<file path="src/rtl/rrip_pkg.sv">
package rrip_pkg;

    typedef enum logic [1:0] {
        ST_IDLE   = 2'd0,
        ST_SEARCH = 2'd1,
        ST_OFFER  = 2'd2
    } eng_state_t;

    typedef enum logic [1:0] {
        WR_NONE  = 2'd0,
        WR_HIT   = 2'd1,
        WR_AGED  = 2'd2,
        WR_FILL  = 2'd3
    } wr_src_t;

endpackage

</file>
<file path="src/rtl/rrip_store.sv">
module rrip_store #(
    parameter int SETS   = 16,
    parameter int WAYS   = 8,
    parameter int RRPV_W = 2
) (
    input  logic                            clk,
    input  logic                            rst_n,
    input  logic                            wr_en,
    input  logic [$clog2(SETS)-1:0]         wr_set,
    input  logic [WAYS*RRPV_W-1:0]          wr_row,
    input  logic [$clog2(SETS)-1:0]         rd_a_set,
    output logic [WAYS*RRPV_W-1:0]          rd_a_row,
    input  logic [$clog2(SETS)-1:0]         rd_b_set,
    output logic [WAYS*RRPV_W-1:0]          rd_b_row
);
    localparam int ROW_W = WAYS * RRPV_W;
    localparam logic [RRPV_W-1:0] DIST = {RRPV_W{1'b1}};

    logic [ROW_W-1:0] rows [SETS];

    always_ff @(posedge clk or negedge rst_n) begin
        if (!rst_n) begin
            for (int s = 0; s < SETS; s++) begin
                rows[s] <= {WAYS{DIST}};
            end
        end else if (wr_en) begin
            rows[wr_set] <= wr_row;
        end
    end

    assign rd_a_row = rows[rd_a_set];
    assign rd_b_row = rows[rd_b_set];

endmodule

</file>
<file path="src/rtl/rrip_victim_pick.sv">
module rrip_victim_pick #(
    parameter int WAYS   = 8,
    parameter int RRPV_W = 2
) (
    input  logic [WAYS*RRPV_W-1:0]    row_i,
    input  logic [WAYS-1:0]           inval_i,
    output logic [WAYS*RRPV_W-1:0]    aged_o,
    output logic [$clog2(WAYS)-1:0]   victim_o,
    output logic                      found_o
);
    localparam int WAY_W = $clog2(WAYS);
    localparam logic [RRPV_W-1:0] DIST = {RRPV_W{1'b1}};

    logic [RRPV_W-1:0] fld    [WAYS];
    logic [RRPV_W-1:0] raised [WAYS];
    logic [WAYS*RRPV_W-1:0] raised_row;
    logic [WAYS-1:0]   at_dist;
    logic [WAYS-1:0]   sel_mask;
    logic [RRPV_W-1:0] peak;
    logic [RRPV_W-1:0] gap;
    logic              use_inval;

    // peak counter in the set decides how far all ways are raised
    always_comb begin
        peak = '0;
        for (int w = 0; w < WAYS; w++) begin
            if (fld[w] > peak) peak = fld[w];
        end
        gap = DIST - peak;
    end

    for (genvar g = 0; g < WAYS; g++) begin : g_way
        assign fld[g]    = row_i[g*RRPV_W +: RRPV_W];
        assign raised[g] = fld[g] + gap;
        assign at_dist[g] = (raised[g] == DIST);
        assign raised_row[g*RRPV_W +: RRPV_W] = raised[g];
    end

    assign use_inval = |inval_i;
    assign sel_mask  = use_inval ? inval_i : at_dist;
    assign aged_o    = use_inval ? row_i : raised_row;
    assign found_o   = |sel_mask;

    // lowest set bit wins
    always_comb begin
        victim_o = '0;
        for (int w = WAYS - 1; w >= 0; w--) begin
            if (sel_mask[w]) victim_o = WAY_W'(w);
        end
    end

endmodule

</file>
<file path="src/rtl/rrip_bimodal.sv">
module rrip_bimodal #(
    parameter int CNT_W = 5
) (
    input  logic clk,
    input  logic rst_n,
    input  logic advance_i,
    output logic long_turn_o
);
    logic [CNT_W-1:0] cnt_q;

    always_ff @(posedge clk or negedge rst_n) begin
        if (!rst_n) begin
            cnt_q <= '0;
        end else if (advance_i) begin
            cnt_q <= cnt_q + 1'b1;
        end
    end

    assign long_turn_o = (cnt_q == '0);

    // counter steps once per fill and otherwise holds
    p_fill_step_r6: assert property (@(posedge clk) disable iff (!rst_n)
        advance_i |=> cnt_q == CNT_W'($past(cnt_q) + 1'b1));
    p_fill_hold_r6: assert property (@(posedge clk) disable iff (!rst_n)
        !advance_i |=> $stable(cnt_q));

endmodule

</file>
<file path="src/rtl/rrip_engine.sv">
module rrip_engine #(
    parameter int SETS      = 16,
    parameter int WAYS      = 8,
    parameter int RRPV_W    = 2,
    parameter int BIMODAL_W = 5
) (
    input  logic                         clk,
    input  logic                         rst_n,
    input  logic                         cfg_freq_promote,
    input  logic                         cfg_bimodal_fill,
    input  logic                         hit_valid,
    output logic                         hit_ready,
    input  logic [$clog2(SETS)-1:0]      hit_set,
    input  logic [$clog2(WAYS)-1:0]      hit_way,
    input  logic                         miss_valid,
    output logic                         miss_ready,
    input  logic [$clog2(SETS)-1:0]      miss_set,
    input  logic [WAYS-1:0]              miss_inval,
    output logic                         victim_valid,
    input  logic                         victim_ready,
    output logic [$clog2(WAYS)-1:0]      victim_way,
    output logic [WAYS*RRPV_W-1:0]       victim_rrpv
);
    import rrip_pkg::*;

    localparam int SET_W = $clog2(SETS);
    localparam int WAY_W = $clog2(WAYS);
    localparam int ROW_W = WAYS * RRPV_W;
    localparam logic [RRPV_W-1:0] DIST = {RRPV_W{1'b1}};
    localparam logic [RRPV_W-1:0] LONG = DIST - 1'b1;

    eng_state_t state_q, state_d;
    wr_src_t    wr_src;

    logic [SET_W-1:0] set_q;
    logic [WAYS-1:0]  inval_q;
    logic [WAY_W-1:0] victim_q;
    logic [ROW_W-1:0] vec_q;

    logic [ROW_W-1:0] hit_row, set_row;
    logic [ROW_W-1:0] hit_row_new, fill_row_new;
    logic [ROW_W-1:0] pick_aged;
    logic [WAY_W-1:0] pick_victim;
    logic             pick_found;
    logic             long_turn;
    logic [RRPV_W-1:0] ins_val;

    logic             wr_en;
    logic [SET_W-1:0] wr_set;
    logic [ROW_W-1:0] wr_row;

    logic hit_fire, miss_fire, fill_fire;

    assign hit_fire  = hit_valid && hit_ready;
    assign miss_fire = miss_valid && miss_ready;
    assign fill_fire = victim_valid && victim_ready;

    rrip_store #(
        .SETS   (SETS),
        .WAYS   (WAYS),
        .RRPV_W (RRPV_W)
    ) i_store (
        .clk      (clk),
        .rst_n    (rst_n),
        .wr_en    (wr_en),
        .wr_set   (wr_set),
        .wr_row   (wr_row),
        .rd_a_set (hit_set),
        .rd_a_row (hit_row),
        .rd_b_set (set_q),
        .rd_b_row (set_row)
    );

    rrip_victim_pick #(
        .WAYS   (WAYS),
        .RRPV_W (RRPV_W)
    ) i_pick (
        .row_i    (set_row),
        .inval_i  (inval_q),
        .aged_o   (pick_aged),
        .victim_o (pick_victim),
        .found_o  (pick_found)
    );

    rrip_bimodal #(
        .CNT_W (BIMODAL_W)
    ) i_bimodal (
        .clk         (clk),
        .rst_n       (rst_n),
        .advance_i   (fill_fire),
        .long_turn_o (long_turn)
    );

    // state register
    always_ff @(posedge clk or negedge rst_n) begin
        if (!rst_n) state_q <= ST_IDLE;
        else        state_q <= state_d;
    end

    // transitions
    always_comb begin
        state_d = state_q;
        unique case (state_q)
            ST_IDLE:   if (miss_fire) state_d = ST_SEARCH;
            ST_SEARCH: state_d = ST_OFFER;
            ST_OFFER:  if (victim_ready) state_d = ST_IDLE;
            default:   state_d = ST_IDLE;
        endcase
    end

    // outputs and write-port selection
    always_comb begin
        miss_ready   = 1'b0;
        victim_valid = 1'b0;
        hit_ready    = 1'b1;
        wr_src       = hit_valid ? WR_HIT : WR_NONE;
        unique case (state_q)
            ST_IDLE: begin
                miss_ready = 1'b1;
            end
            ST_SEARCH: begin
                hit_ready = 1'b0;
                wr_src    = WR_AGED;
            end
            ST_OFFER: begin
                victim_valid = 1'b1;
                if (victim_ready) begin
                    hit_ready = 1'b0;
                    wr_src    = WR_FILL;
                end
            end
            default: begin
                hit_ready = 1'b0;
                wr_src    = WR_NONE;
            end
        endcase
    end

    // hit promotion applied to the addressed way
    always_comb begin
        hit_row_new = hit_row;
        for (int w = 0; w < WAYS; w++) begin
            if (WAY_W'(w) == hit_way) begin
                if (!cfg_freq_promote) begin
                    hit_row_new[w*RRPV_W +: RRPV_W] = '0;
                end else if (hit_row[w*RRPV_W +: RRPV_W] != '0) begin
                    hit_row_new[w*RRPV_W +: RRPV_W] = hit_row[w*RRPV_W +: RRPV_W] - 1'b1;
                end
            end
        end
    end

    // insertion value for the victim way
    assign ins_val = (cfg_bimodal_fill && !long_turn) ? DIST : LONG;

    always_comb begin
        fill_row_new = set_row;
        for (int w = 0; w < WAYS; w++) begin
            if (WAY_W'(w) == victim_q) fill_row_new[w*RRPV_W +: RRPV_W] = ins_val;
        end
    end

    always_comb begin
        wr_en  = 1'b0;
        wr_set = set_q;
        wr_row = set_row;
        unique case (wr_src)
            WR_HIT: begin
                wr_en  = 1'b1;
                wr_set = hit_set;
                wr_row = hit_row_new;
            end
            WR_AGED: begin
                wr_en  = 1'b1;
                wr_row = pick_aged;
            end
            WR_FILL: begin
                wr_en  = 1'b1;
                wr_row = fill_row_new;
            end
            default: wr_en = 1'b0;
        endcase
    end

    // miss context and victim registers
    always_ff @(posedge clk or negedge rst_n) begin
        if (!rst_n) begin
            set_q    <= '0;
            inval_q  <= '0;
            victim_q <= '0;
            vec_q    <= {WAYS{DIST}};
        end else begin
            if (miss_fire) begin
                set_q   <= miss_set;
                inval_q <= miss_inval;
            end
            if (state_q == ST_SEARCH) begin
                victim_q <= pick_victim;
                vec_q    <= pick_aged;
            end
        end
    end

    assign victim_way  = victim_q;
    assign victim_rrpv = vec_q;

    // ---------------- assertions ----------------
    function automatic logic [RRPV_W-1:0] fld_of(input logic [ROW_W-1:0] r, input int idx);
        return r[idx*RRPV_W +: RRPV_W];
    endfunction

    logic lower_dist;
    always_comb begin
        lower_dist = 1'b0;
        for (int w = 0; w < WAYS; w++) begin
            if (WAY_W'(w) < victim_q && fld_of(vec_q, w) == DIST) lower_dist = 1'b1;
        end
    end

    // presented victim sits at distant and no lower way does
    p_victim_distant_r2: assert property (@(posedge clk) disable iff (!rst_n)
        (victim_valid && inval_q == '0) |-> fld_of(vec_q, int'(victim_q)) == DIST);
    p_victim_lowest_r2: assert property (@(posedge clk) disable iff (!rst_n)
        (victim_valid && inval_q == '0) |-> !lower_dist);
    // the search always yields a way to evict
    p_search_finds_r3: assert property (@(posedge clk) disable iff (!rst_n)
        (state_q == ST_SEARCH) |-> pick_found);
    // an invalid way is chosen when any exists
    p_invalid_pick_r4: assert property (@(posedge clk) disable iff (!rst_n)
        (victim_valid && inval_q != '0) |-> inval_q[victim_q]);
    // victim held stable until taken; no miss accepted while offering
    p_victim_hold_r9: assert property (@(posedge clk) disable iff (!rst_n)
        (victim_valid && !victim_ready) |=> (victim_valid && $stable(victim_way)));
    p_no_miss_offer_r9: assert property (@(posedge clk) disable iff (!rst_n)
        victim_valid |-> !miss_ready);
    p_victim_delay_r9: assert property (@(posedge clk) disable iff (!rst_n)
        miss_fire |=> !victim_valid ##1 victim_valid);
    // hits blocked while the set is being searched
    p_search_blocks_hit_r10: assert property (@(posedge clk) disable iff (!rst_n)
        (state_q == ST_SEARCH) |-> !hit_ready);

endmodule

</file>
<file path="config.mk">
export PLATFORM = sky130hd
export DESIGN_NAME = rrip_engine
export DESIGN_NICKNAME = d
export VERILOG_FILES = /design/src/rtl/rrip_pkg.sv /design/src/rtl/rrip_store.sv /design/src/rtl/rrip_victim_pick.sv /design/src/rtl/rrip_bimodal.sv /design/src/rtl/rrip_engine.sv
export SDC_FILE = /design/constraint.sdc
export NUM_CORES = 1
export LEC_CHECK = 0
export ABC_CLOCK_PERIOD_IN_PS = 13950
export BUFFER_PORTS_ARGS = -buffer_cell sky130_fd_sc_hd__buf_4
export CORE_MARGIN = 4
export CORE_UTILIZATION = 35
export CTS_BUF_LIST = sky130_fd_sc_hd__clkbuf_8
export CTS_CLUSTER_SIZE = 16
export DETAILED_ROUTE_END_ITERATION = 16
export GPL_TIMING_DRIVEN = 0
export HOLD_SLACK_MARGIN = 0.1
export PLACE_DENSITY = 0.49
export SLEW_MARGIN = 15
export SYNTH_ARGS = -nofsm -noshare
export SYNTH_HDL_FRONTEND = slang
export SYNTH_SLANG_ARGS = --single-unit
</file>
<file path="constraint.sdc">
create_clock -name clk -period 13.95 [get_ports clk]
set_clock_uncertainty 0.15 [all_clocks]
set_input_delay 2.0925 -clock clk [delete_from_list [all_inputs] [get_ports clk]]
set_output_delay 2.0925 -clock clk [all_outputs]
set_load 0.05 [all_outputs]
</file>
==> impl_metrics.py <==
metrics = {
    "layout": {
        "fillers": 4719,
        "regArea_sq_mm": 0.00770,
        "final_common_cell": "nand2_1",
        "drive_gt1_frac": 0.340,
        "final_cell_mix": "nand2_1 (355), o21ai_0 (284), dfstp_2 (272)",
        "multiInputGateArea_sq_mm": 0.00885,
        "fin_nets": 1760,
        "area_delta_synth_final_pct": 14.2,
    },
    "drt": {
        "vias_per_cell": 5.74,
        "drc": 0,
        "drt-initial-drc-count": 1177,
        "drtAntennaViolNets": 0,
        "drt-total-wl_um": 64400,
        "drt-pass1-iter-count": 5,
        "vias": 13800,
        "routedWlPerCell_um": 26.8,
    },
    "logic_synthesis": {
        "ys_seq_area_frac": 0.448,
        "synth_area_sq_mm": 0.0172,
        "yosys-top-cells-area": "dfstp_2 (42%), mux4_2 (19%), o21ai_0 (8.3%), nand2_1 (7.8%), dfrtp_1 (3.2%)",
        "synth_ff_type": "dfstp_2",
        "synth-warning-count": 0,
        "synthArstFlopShare": 1.00,
        "avgSynthCellArea_sq_um": 10.7,
        "synth_edf_count": 0,
        "ys_types": 77,
        "syn_inst": 1608,
        "synthesis.nets": 1657,
        "ys_seq_elements": 294,
        "yosys.area.top_type_share": 0.416,
        "synth_area_leader_cell": "dfstp_2",
    },
    "floorplanning": {
        "die-area_sq_mm": 0.0527,
        "core_sq_mm": 0.0481,
        "std_cell_rows": 80,
        "die_h_um": 230,
        "io_pins": 48,
        "die_x_um": 230,
        "start_util": 0.357,
    },
    "global_route": {
        "grt_pass1_vias": 13900,
        "track_usage": 0.243,
        "grt_pass1_wl_um": 95400,
        "grt_max_degree": 103,
        "grt.overflow.total": 0,
        "antenna_found_initial": 1,
    },
    "cts": {
        "numCtsBuffers": 51,
        "cts.sinks": 294,
        "clk_path_buf_depth": 3,
        "insertion_delay_ns": 0.67,
        "htree_levels": 2,
        "cts.clk_slew.worst_paths_ns": 0.06,
        "post_cts_buffers": 0,
        "cts-root-buf": "clkbuf_8",
        "cts_tree": "yes",
    },
    "critical_path": {
        "slowest_delay_ns": 0.66,
        "critPathKind": "reg2reg",
        "reg2reg_slack_ns": 0.90,
        "crit_slowest_cell": "clkbuf_1",
        "cp.arrival_ns": 13.47,
        "cp-end-kind": "register",
        "cpMostUsedCell": "ha_1",
        "path_max_fanout": 10,
        "cp-start-kind": "register",
        "crit_required_ns": 14.37,
    },
    "timing": {
        "tns_ns": 0,
        "fmax_ghz": 0.0766,
        "period_share": 0.936,
        "drv_slew": 0,
        "hold_viol": 0,
        "maxSlewHeadroom": 0.193,
        "fin_crit_ns": 13.05,
        "rsz0062_at_grt": "false",
        "worstMarginPinSlew_ns": 1.21,
        "setup_viol": 0,
        "fin_hold_ws_ns": 0.312,
    },
    "place": {
        "io_buffers": 44,
        "gp_congestion": 0.936,
        "dp_hpwl_um": 48100,
    },
    "outcome": {
        "outcome": "finished, final reports clean",
    },
    "hold_path": {
        "hold_class": "reg2reg",
    },
    "run": {
        "maxCapViolations": 0,
    },
}
state kept, by name, indices dropped and copies added (netlist names):
register         count
i_store.rows       256
victim_rrpv         16
inval_q              8
i_bimodal.cnt_q      5
set_q                4
victim_way           3
state_q              2
cells in the mapped netlist (8+ instances only):
cell type    n
mux2i_1     15
dfrtp_1     22
a21oi_1     47
nand3_1     17
o22ai_1     11
nor2_1      39
nand3b_1    11
mux2_2      14
mux4_2     143
buf_1       20
nor3_1      20
o21ai_0    284
nand2_1    355
dfstp_2    272
ha_1        23
clkbuf_1    99
nor2b_1      8
inv_1       26
xnor2_1     30
cell type report:
cell class	instances	area share
Multi-Input combinational cell	1153	0.451
Timing Repair Buffer	50	0.0228
Antenna cell	1	0.000128
Inverter	27	0.00517
Clock buffer	67	0.0470
Buffer	134	0.0293
Tap cell	656	0.0418
Clock inverter	27	0.0105
Sequential cell	294	0.392
cell families (layout without fill, tap and decap cells):
kind of cell / after synthesis / in the layout / synth area share
AOI/OAI and AO/OA: 424 / 424 / 0.141
xor gates and xnor gates: 32 / 32 / 0.0163
adders and majority gates: 23 / 23 / 0.0167
buffers and inverters: 161 / 305 / 0.0391
DFF: 294 / 294 / 0.448
muxes: 179 / 179 / 0.216
other: 0 / 1 / 0
and+or+nand+nor: 495 / 495 / 0.123
worst paths after layout:
check                                           start                             to  cells after the start
max reg2reg                      set_q[1]$_DFFE_PN0P_  i_store.rows[122]$_DFFE_PN1P_                     46
min                        victim_rrpv[0]$_DFFE_PN1N_     victim_rrpv[0]$_DFFE_PN1N_                      2
max in group asynchronous                       rst_n  i_store.rows[121]$_DFFE_PN1P_                      3
min reg2reg                victim_rrpv[0]$_DFFE_PN1N_     victim_rrpv[0]$_DFFE_PN1N_                      2
max                              set_q[1]$_DFFE_PN0P_  i_store.rows[122]$_DFFE_PN1P_                     46
min in group asynchronous                       rst_n         state_q[1]$_DFFE_PN0P_                      1
metal layers:
metal | global-route usage | part of all wire | vias up
met5 | 0 | 0 | -
met4 | 0.0700 | 0.028 | 0
met3 | 0.0539 | 0.076 | 115
met2 | 0.396 | 0.47 | 531
met1 | 0.326 | 0.42 | 7092
li1 | - | - | 6087
worst max-delay path: cells and delay by family (launching register included):
| family | cells | cell delay [ns] |
|---|---|---|
| compound gates | 18 | 5.25 |
| buf+inv | 7 | 2.57 |
| simple gates | 12 | 1.96 |
| fa+ha+maj | 7 | 1.58 |
| mux | 2 | 1.12 |
| flops | 1 | 0.33 |
metrics by stage:
stage          cells  instance area [sq um]  setup WS, ns   util
3_5_place_dp    2313                  18400         0.355  0.383
4_1_cts         2407                  19600         0.291  0.407
3_3_place_gp    2308                  18300         0.563  0.381
6_report        2409                  19600         0.896  0.408
5_1_grt         2409                  19600         0.124  0.408
2_1_floorplan   1608                  17200          3.54      -
timing repair:
| action | in CTS | in global routing |
|---|---|---|
| hold endpoints to repair | 0 | 0 |
| endpoints found under the setup margin | 0 | 183 |
| gates resized for setup | 0 | 9 |
| hold buffers | 0 | 0 |
Power is left out: the tool's default activity adds up to more than one toggle a clock period on the data nets, which glitch-free logic cannot reach.
